## src/rtl/byte_alu_pkg.sv

```systemverilog
// Package: shared function codes and decode helpers for the byte ALU.
// Assumes the function field is three bits wide; codes are fixed by microcode.
package byte_alu_pkg;

    typedef enum logic [2:0] {
        FN_ADD    = 3'b000,
        FN_ADD1   = 3'b001,
        FN_AND    = 3'b010,
        FN_OR     = 3'b011,
        FN_ADDK   = 3'b100,
        FN_ADD1K  = 3'b101,
        FN_ADDC   = 3'b110,
        FN_XOR    = 3'b111
    } alu_fn_e;

    // True for every code that routes through the adder.
    function automatic logic fn_is_add(alu_fn_e f);
        return (f == FN_ADD) || (f == FN_ADD1) || (f == FN_ADDK) ||
               (f == FN_ADD1K) || (f == FN_ADDC);
    endfunction

    // True for codes whose carry-out is kept in the status latch.
    function automatic logic fn_keeps_carry(alu_fn_e f);
        return (f == FN_ADDK) || (f == FN_ADD1K) || (f == FN_ADDC);
    endfunction

endpackage

```

## src/rtl/alu_datapath.sv

```systemverilog
// Module: combinational datapath. It selects B or its complement, picks the
// carry-in, ripples the add, forms logic results and applies the A bypass.
// Assumes carry_flag is the registered status latch value.
module alu_datapath
    import byte_alu_pkg::*;
#(
    parameter int W = 8
) (
    input  logic [W-1:0] a,
    input  logic [W-1:0] b,
    input  logic         b_inv,
    input  alu_fn_e      fn,
    input  logic         bypass,
    input  logic         carry_flag,
    output logic [W-1:0] b_eff,
    output logic         cin,
    output logic [W-1:0] result,
    output logic         cout
);

    logic [W:0]   chain;
    logic [W-1:0] sum;

    // Operand B conditioning through the complement path.
    always_comb b_eff = b_inv ? ~b : b;

    // Carry-in selection per function code.
    always_comb begin
        unique case (fn)
            FN_ADD1, FN_ADD1K: cin = 1'b1;
            FN_ADDC:           cin = carry_flag;
            default:           cin = 1'b0;
        endcase
    end

    assign chain[0] = cin;

    // Ripple adder, one full-adder cell per bit.
    for (genvar i = 0; i < W; i++) begin : g_fa
        assign sum[i]     = a[i] ^ b_eff[i] ^ chain[i];
        assign chain[i+1] = (a[i] & b_eff[i]) | (chain[i] & (a[i] ^ b_eff[i]));
    end

    // Result selection: bypass overrides the function code.
    always_comb begin
        cout = 1'b0;
        if (bypass) begin
            result = a;
        end else begin
            unique case (fn)
                FN_AND:  result = a & b_eff;
                FN_OR:   result = a | b_eff;
                FN_XOR:  result = a ^ b_eff;
                default: begin
                    result = sum;
                    cout   = chain[W];
                end
            endcase
        end
    end

endmodule

```

## src/rtl/alu_parity_predict.sv

```systemverilog
// Module: predicts the odd parity of the ALU result from A's incoming parity
// bit, B and the operation, using its own carry chain, independent of the adder.
// Assumes a_par is odd parity over a.
module alu_parity_predict
    import byte_alu_pkg::*;
#(
    parameter int W = 8
) (
    input  logic [W-1:0] a,
    input  logic         a_par,
    input  logic [W-1:0] b_eff,
    input  logic         cin,
    input  alu_fn_e      fn,
    input  logic         bypass,
    output logic         pred_par
);

    logic [W-1:0] cvec;
    logic         a_even;
    logic         pred_even;

    assign a_even  = ~a_par;
    assign cvec[0] = cin;

    // Duplicate carry generation; only carries into bits 0..W-1 are needed.
    for (genvar i = 1; i < W; i++) begin : g_cy
        assign cvec[i] = (a[i-1] & b_eff[i-1]) | (cvec[i-1] & (a[i-1] | b_eff[i-1]));
    end

    // Even-sense parity prediction per operation.
    always_comb begin
        if (bypass) begin
            pred_even = a_even;
        end else if (fn_is_add(fn)) begin
            pred_even = a_even ^ (^b_eff) ^ (^cvec);
        end else begin
            unique case (fn)
                FN_AND:  pred_even = a_even ^ (^(a & ~b_eff));
                FN_OR:   pred_even = a_even ^ (^(~a & b_eff));
                default: pred_even = a_even ^ (^b_eff);
            endcase
        end
        pred_par = ~pred_even;
    end

endmodule

```

## src/rtl/alu_status.sv

```systemverilog
// Module: output and status registers. On commit it captures result, parity
// and zero flag, updates the carry latch for carry-keeping codes and sets the
// sticky parity error. Assumes synchronous active-low reset.
module alu_status
    import byte_alu_pkg::*;
#(
    parameter int W = 8
) (
    input  logic         clk,
    input  logic         rst_n,
    input  logic         commit,
    input  logic [W-1:0] result,
    input  logic         cout,
    input  alu_fn_e      fn,
    input  logic         bypass,
    input  logic         pred_par,
    output logic [W-1:0] d_bus,
    output logic         d_par,
    output logic         d_zero,
    output logic         carry_flag,
    output logic         alu_err
);

    logic res_par;
    assign res_par = ~^result;

    // Result bus, parity and zero flag registers.
    always_ff @(posedge clk) begin
        if (!rst_n) begin
            d_bus  <= '0;
            d_par  <= 1'b1;
            d_zero <= 1'b1;
        end else if (commit) begin
            d_bus  <= result;
            d_par  <= res_par;
            d_zero <= (result == '0);
        end
    end

    // Carry status latch, loaded only by carry-keeping adds.
    always_ff @(posedge clk) begin
        if (!rst_n)
            carry_flag <= 1'b0;
        else if (commit && !bypass && fn_keeps_carry(fn))
            carry_flag <= cout;
    end

    // Sticky parity-prediction error.
    always_ff @(posedge clk) begin
        if (!rst_n)
            alu_err <= 1'b0;
        else if (commit && (pred_par != res_par))
            alu_err <= 1'b1;
    end


    hold_without_commit_chk: assert property (@(posedge clk) disable iff (!rst_n)
        !commit |=> ($stable(d_bus) && $stable(carry_flag) && $stable(d_par)));


    err_sticky_chk: assert property (@(posedge clk) disable iff (!rst_n)
        alu_err |=> alu_err);


    dbus_odd_parity_chk: assert property (@(posedge clk) disable iff (!rst_n)
        commit |=> (d_par == ~^d_bus));

endmodule

```

## src/rtl/byte_alu_core.sv

```systemverilog
// Module: top of the byte ALU. It joins the datapath, the independent parity
// predictor and the status registers. Assumes operands are stable during a
// commit cycle and that a_par is odd parity over a_opnd.
module byte_alu_core
    import byte_alu_pkg::*;
#(
    parameter int W = 8
) (
    input  logic         clk,
    input  logic         rst_n,
    input  logic [7:0]   a_opnd,
    input  logic         a_par,
    input  logic [7:0]   b_opnd,
    input  logic         b_invert,
    input  logic [2:0]   func,
    input  logic         bypass_a,
    input  logic         commit,
    output logic [7:0]   d_bus,
    output logic         d_par,
    output logic         d_zero,
    output logic         carry_flag,
    output logic         alu_err
);

    alu_fn_e      fn;
    logic [W-1:0] b_eff;
    logic [W-1:0] result;
    logic         cin;
    logic         cout;
    logic         pred_par;

    assign fn = alu_fn_e'(func);

    alu_datapath #(.W(W)) u_dp (
        .a          (a_opnd),
        .b          (b_opnd),
        .b_inv      (b_invert),
        .fn         (fn),
        .bypass     (bypass_a),
        .carry_flag (carry_flag),
        .b_eff      (b_eff),
        .cin        (cin),
        .result     (result),
        .cout       (cout)
    );

    alu_parity_predict #(.W(W)) u_pp (
        .a        (a_opnd),
        .a_par    (a_par),
        .b_eff    (b_eff),
        .cin      (cin),
        .fn       (fn),
        .bypass   (bypass_a),
        .pred_par (pred_par)
    );

    alu_status #(.W(W)) u_st (
        .clk        (clk),
        .rst_n      (rst_n),
        .commit     (commit),
        .result     (result),
        .cout       (cout),
        .fn         (fn),
        .bypass     (bypass_a),
        .pred_par   (pred_par),
        .d_bus      (d_bus),
        .d_par      (d_par),
        .d_zero     (d_zero),
        .carry_flag (carry_flag),
        .alu_err    (alu_err)
    );


    zero_flag_chk: assert property (@(posedge clk) disable iff (!rst_n)
        d_zero == (d_bus == 8'h00));


    bypass_path_chk: assert property (@(posedge clk) disable iff (!rst_n)
        (commit && bypass_a) |=> (d_bus == $past(a_opnd)));


    plain_add_keeps_carry_chk: assert property (@(posedge clk) disable iff (!rst_n)
        (commit && !bypass_a && func == 3'b000) |=> $stable(carry_flag));

endmodule

```

## config.mk

```make
export PLATFORM = sky130hd
export DESIGN_NAME = byte_alu_core
export DESIGN_NICKNAME = d
export VERILOG_FILES = /design/src/rtl/byte_alu_pkg.sv /design/src/rtl/alu_datapath.sv /design/src/rtl/alu_parity_predict.sv /design/src/rtl/alu_status.sv /design/src/rtl/byte_alu_core.sv
export SDC_FILE = /design/constraint.sdc
export NUM_CORES = 1
export LEC_CHECK = 0
export ABC_AREA = 0
export BUFFER_PORTS_ARGS = -buffer_cell sky130_fd_sc_hd__buf_2
export CAP_MARGIN = 20
export CORE_AREA = 2 2 56 110
export DETAILED_ROUTE_END_ITERATION = 12
export DIE_AREA = 0 0 58 112
export HOLD_SLACK_MARGIN = 0.08
export SYNTH_ARGS = -nofsm -noshare
export SYNTH_HDL_FRONTEND = slang
export SYNTH_HIERARCHICAL = 1
export SYNTH_SLANG_ARGS = --single-unit
```

## constraint.sdc

```tcl
create_clock -name clk -period 6.8 [get_ports clk]
set_input_delay 1.02 -clock clk [delete_from_list [all_inputs] [get_ports clk]]
set_output_delay 1.02 -clock clk [all_outputs]
set_load 0.03 [all_outputs]
```

# After elaboration in Yosys (flattened, before gate mapping)
# Index checks and enable logic that the tools add are counted.
# totals
output_inout_bits	12
word_cells	116
in_bits	25
regBits	12
# classes
bitwise_logic	75
n_eq_ne	8
n_mux	9
n_reduce_logical	19
# ops
operator	count
XOR reduction 8 bit	4
AND 8 bit	3
NOT 8 bit	3
one-hot mux 8 bit (3 select lines)	1
AND 1 bit	23
bitwise OR 1 bit	22
bitwise XOR 1 bit	20
2-to-1 mux 8 bit	2
equality test 3 bit, second input constant	4
zero test 8 bit	1
bitwise OR 8 bit	1
XNOR reduction 8 bit	1
bitwise XOR 8 bit	1
equality test 3 x 2 -> 1 bit, second input constant	2
logical OR 1 bit	6
2-to-1 mux 1 bit	4
one-hot mux 1 bit (2 select lines)	2
equality test 3 x 1 -> 1 bit, second input constant	1
logical AND 1 bit	3
zero test 3 bit	1
OR reduction 3 bit	1
NOT 1 bit	2
OR reduction 2 bit	1
zero test 1 bit	1
inequality test 1 bit	1

# Depth between registers and ports, before layout
# depth
depth_word	24
mapped_depth	21
depth_no_buf	20

# Cells and area by module
# Netlist, hierarchy kept.
# by_module_without_submodules
module	area_per_inst_um2	seq_area_each_um2	cells_per_inst	n_inst
alu_datapath	1017.2	0.0	106	1
alu_status	591.8	240.2	60	1
alu_parity_predict	535.5	0.0	80	1

# Worst setup path after synthesis
# Ideal clock, no wire load.
# synth_path
kind	input port to flip-flop
from	input port b_invert
to	register u_st.alu_err
arrival_time_ps	5856
setup_slack_ps	865
required_ps	6721
setup_time_ps	79
stages	21
n_path_buf	1
cell_sequence	buf_2 -> xor2_1 -> inv_1 -> fa_1 -> fa_1 -> fa_1 -> fa_1 -> fa_1 -> inv_1 -> fa_1 -> inv_1 -> fa_1 -> fa_1 -> a21oi_1 -> a22o_1 -> inv_1 -> ha_1 -> xnor2_1 -> xnor2_1 -> nand4b_1 -> o211ai_1
# synth_between
elab_cells_between_ends	82
cone_classes	eq/ne: 1; mux: 6; bitwise: 69; reduce/logical: 6
# synth_rtl
item	line_no	text
start, declared	byte_alu_core.sv:14	input logic b_invert,
2-to-1 mux 8 bit *	alu_datapath.sv:25	always_comb b_eff = b_inv ? ~b : b;
via b_eff[0]	byte_alu_core.sv:26	logic [W-1:0] b_eff;
bitwise XOR 1 bit	alu_datapath.sv:41	assign chain[i+1] = (a[i] & b_eff[i]) | (chain[i] & (a[i] ^ b_eff[i]));
AND 1 bit	alu_datapath.sv:41	
bitwise OR 1 bit *	alu_datapath.sv:41	
AND 1 bit *	alu_datapath.sv:41	
bitwise OR 1 bit *	alu_datapath.sv:41	
AND 1 bit *	alu_datapath.sv:41	
[... 8 more ...]	n/a	
bitwise OR 1 bit *	alu_datapath.sv:41	
bitwise XOR 1 bit *	alu_datapath.sv:40	assign sum[i] = a[i] ^ b_eff[i] ^ chain[i];
one-hot mux 8 bit (3 select lines) *	alu_datapath.sv:50	unique case (fn)
2-to-1 mux 8 bit *	alu_datapath.sv:47	if (bypass) begin
via result[7]	byte_alu_core.sv:27	logic [W-1:0] result;
XNOR reduction 8 bit *	alu_status.sv:25	assign res_par = ~^result;
inequality test 1 bit *	alu_status.sv:52	else if (commit && (pred_par != res_par))
logical AND 1 bit *	alu_status.sv:52	
end signal, assigned	alu_status.sv:51	alu_err <= 1'b0;
end signal, assigned	alu_status.sv:53	alu_err <= 1'b1;
end, declared	alu_status.sv:21	output logic alu_err
# The timed path passes the listed nets; every way through them passes the cells marked *.
# A chain may end at the register's enable or synchronous reset.

# Worst setup path after layout
# layout_path
from	input port func[2]
to	register u_st.alu_err
# layout_between
elab_cells_between_ends	61
cone_classes	eq/ne: 8; mux: 6; bitwise: 38; reduce/logical: 9
# layout_rtl
item	line_no	text
start, declared	byte_alu_core.sv:15	input logic [2:0] func,
equality test 3 x 1 -> 1 bit / equality test 3 bit (equally long branches)	alu_datapath.sv:29	unique case (fn)
OR reduction 2 bit	alu_datapath.sv:29	
one-hot mux 1 bit (2 select lines)	alu_datapath.sv:29	
AND 1 bit	alu_datapath.sv:41	
bitwise OR 1 bit	alu_datapath.sv:41	
AND 1 bit	alu_datapath.sv:41	
bitwise OR 1 bit	alu_datapath.sv:41	
AND 1 bit	alu_datapath.sv:41	
[... 8 more ...]	n/a	
bitwise OR 1 bit	alu_datapath.sv:41	
bitwise XOR 1 bit	alu_datapath.sv:40	
one-hot mux 8 bit (3 select lines) *	alu_datapath.sv:50	
2-to-1 mux 8 bit *	alu_datapath.sv:47	
via result[7]	byte_alu_core.sv:27	
XNOR reduction 8 bit *	alu_status.sv:25	
inequality test 1 bit *	alu_status.sv:52	
logical AND 1 bit *	alu_status.sv:52	
# Marks and branches as above.

==> reports/metrics.cfg <==
[placement]
gp_congestion = 0.7992
dpl.hpwl_mm = 4.169
dp_cells = 338
io_buffers = 36

[critical_path]
startpoint = func[2]
cp.required_ns = 6.97
cp-end-kind = flop
crit_path_start_kind = input pin
crit_type = in -> reg
path_max_fanout = 15
arrival_ns = 6.25
regToRegStartpoint = u_st/carry_flag

[grt]
gr-usage-met3_pct = 1.394
grt_start_max_net_pins = 20
use_met2_pct = 32.73
antenna_found_initial = 0
grt_pass1_vias = 1821
use_met1_pct = 18.64
top_usage_layer = met2
grt_pass1_wl_mm = 8.707
overflow = 0
track_usage_pct = 17.00

[timing]
fin_setup_tns_ns = 0
clock-skew-final_ns = 0.0009636
post-route-period-util_pct = 89.54
slew_violations = 0
slew-limit-headroom_pct = 44.97
fmax_ghz = 0.1642
tightest_slew_ns = 0.8226
finalSetupViolCount = 0
period_needed_ns = 6.089
hold_viol = 0
rsz0062_at_grt = false

[cts]
cts_made_buffers = 3
cts_root_buffer = clkbuf_16
clk_path_buf_depth = 2
cts.sinks = 12
cts_max_level = 1
post_cts_resized = 0
cts_setup_buffers = 0
cts_tree = yes
cts_hold_buf = 0
clock_latency_ns = 0.24
path_clk_slew_ns = 0.04

[routing]
routed_wl_mm = 5.141
post_drt_wl_per_cell_um = 15.03
drt_iter0_drc = 29
drtPass1Iterations = 6
vias_per_cell = 5.266
drc = 0
ant_nets = 0
vias = 1801

[cells_and_area]
multi_input_area_um2 = 1735
final_core_util_pct = 43.59
fillers = 577
stdcell_count = 342
drive_gt1_share_pct = 24.56
regArea_um2 = 240.2
antenna_cells = 0
syn_to_final_growth_pct = 15.05
nets = 335

[synthesis]
syn_nets = 299
seq_area_frac_synth_pct = 11.20
synth_edf_count = 0
synth_top_area_share_pct = 11.67
synth_common_cells = 30 x inv_1, 28 x xnor2_1, 22 x nor2b_1
ys.flop_type = dfxtp_1
ys_types = 46
synthTopCellsByArea = ha_1 12%, xnor2_1 11%, dfxtp_1 11%, fa_1 7.5%, nor2b_1 6.4%
async_flop_share_pct = 0
synth.most_common_cell = inv_1
ys_seq_elements = 12
mappedNetlistArea_um2 = 2145
synth_top_area_cell = ha_1
yosysWarnings = 6
synth.avg_cell_area_um2 = 8.718
postSynthCellCount = 246

[floorplan]
die_x_um = 58
rows = 39
die_area_um2 = 6496
die_h_um = 112
fp.coreArea_um2 = 5660
io_pins = 37
initial_utilization_pct = 37.89

[min_path]
hp-class = reg -> reg
hold_start = u_st/d_par

[power_and_ir_drop]
p_per_area_nw_per_um2 = 202.7
vdd_ir_drop_max_uv = 247.1
leakage_uw = 0.001185

[flow_run]
max_cap_viol_count = 0

[status]
outcome = complete, no violations

-- cell families (layout without fill, tap and decap cells) --
group / Yosys count / count (layout) / synth area share, %
AND/OR/NAND/NOR: 68 / 68 / 21.00
AO/OA/AOI/OAI: 50 / 50 / 20.54
buffers and inverters: 40 / 75 / 7.876
XOR/XNOR: 37 / 37 / 15.11
adder cells (fa/ha/maj): 29 / 29 / 19.60
flip-flops: 12 / 12 / 11.20
multiplexers: 10 / 10 / 4.668
-- layer usage --
layer,part of all wire [%],vias to the layer above,wire length [µm]
met5,0,-,0
met4,1.4,0,74
met3,2.9,4,150
met2,59,34,3054
met1,36,860,1862
li1,-,903,-
-- final timing paths --
kind              slack (ns)  cells after the start      endpoint
setup / recovery        0.71                     21  u_st/alu_err
hold / removal          0.47                      2    u_st/d_par
setup reg to reg        1.77                     20  u_st/alu_err
hold reg to reg         0.47                      2    u_st/d_par
-- flip-flops by register name, summed over array words and instances (netlist names) --
signal,count
u_st/alu_err,1
u_st/carry_flag,1
u_st/d_bus,8
u_st/d_par,1
u_st/d_zero,1
-- report_power, final --
part	total, µW	internal (µW)	switching (µW)
sequential	84.6	80.2	4.40
combinational	296	133	163
clock	120	88.8	31.1
-- critical path, stage by stage --
cell	delay (ns)
buf_2	0.31
or2b_1	0.34
o22a_1	0.24
fa_1	0.41
fa_1	0.40
fa_1	0.40
fa_1	0.40
fa_1	0.36
inv_1	0.07
fa_1	0.15
inv_1	0.06
fa_1	0.39
fa_1	0.49
a21oi_1	0.06
a22o_1	0.23
inv_1	0.06
ha_1	0.22
xnor2_1	0.14
xnor2_1	0.26
nand4b_1	0.13
o211ai_1	0.10
-- area by class of cell --
cell class	count	area share [%]
Clock buffer	4	3.600
Inverter	31	4.716
Multi-Input combinational cell	194	70.33
Sequential cell	12	9.736
Tap cell	61	3.093
Timing Repair Buffer	40	8.519
-- per-stage QoR --
| stage | area, µm² | total power [µW] | hold slack [ns] | setup WS, ns |
|---|---|---|---|---|
| 2_1_floorplan | 2145 | 314.3 | 0.6010 | 0.8650 |
| 3_3_place_gp | 2379 | 379.2 | 0.4614 | 0.5396 |
| 3_5_place_dp | 2379 | 381.5 | 0.4569 | 0.4631 |
| 4_1_cts | 2467 | 505.2 | 0.4712 | 0.7068 |
| 5_1_grt | 2467 | 536.9 | 0.4925 | 0.4811 |
| 6_report | 2467 | 500.1 | 0.4711 | 0.7113 |
-- layout by cell type (no fill, tap or decap), types with 2 or more instances in the layout --
master     Yosys  final
xor2_1         9      9
mux2i_1       10     10
nand2_4        2      2
nand2b_1       3      3
nor3_1         2      2
a21oi_1        9      9
buf_2          3     36
inv_1         30     30
buf_4          2      4
a221oi_2       6      6
nor2_1         8      8
o22ai_1        2      2
dfxtp_1       12     12
o32ai_1        2      2
and2b_1        6      6
nand2_1       10     10
nor2b_1       22     22
o21ai_0        4      4
ha_1          20     20
a211oi_1       3      3
o21ai_1        2      2
xnor2_1       28     28
and2b_4        2      2
a21o_1         7      7
clkbuf_16      0      3
fa_1           8      8
o211ai_1       2      2
nor2b_4        6      6
o32ai_2        5      5
nand3_1        2      2
Power figures use the tool's default switching activity.
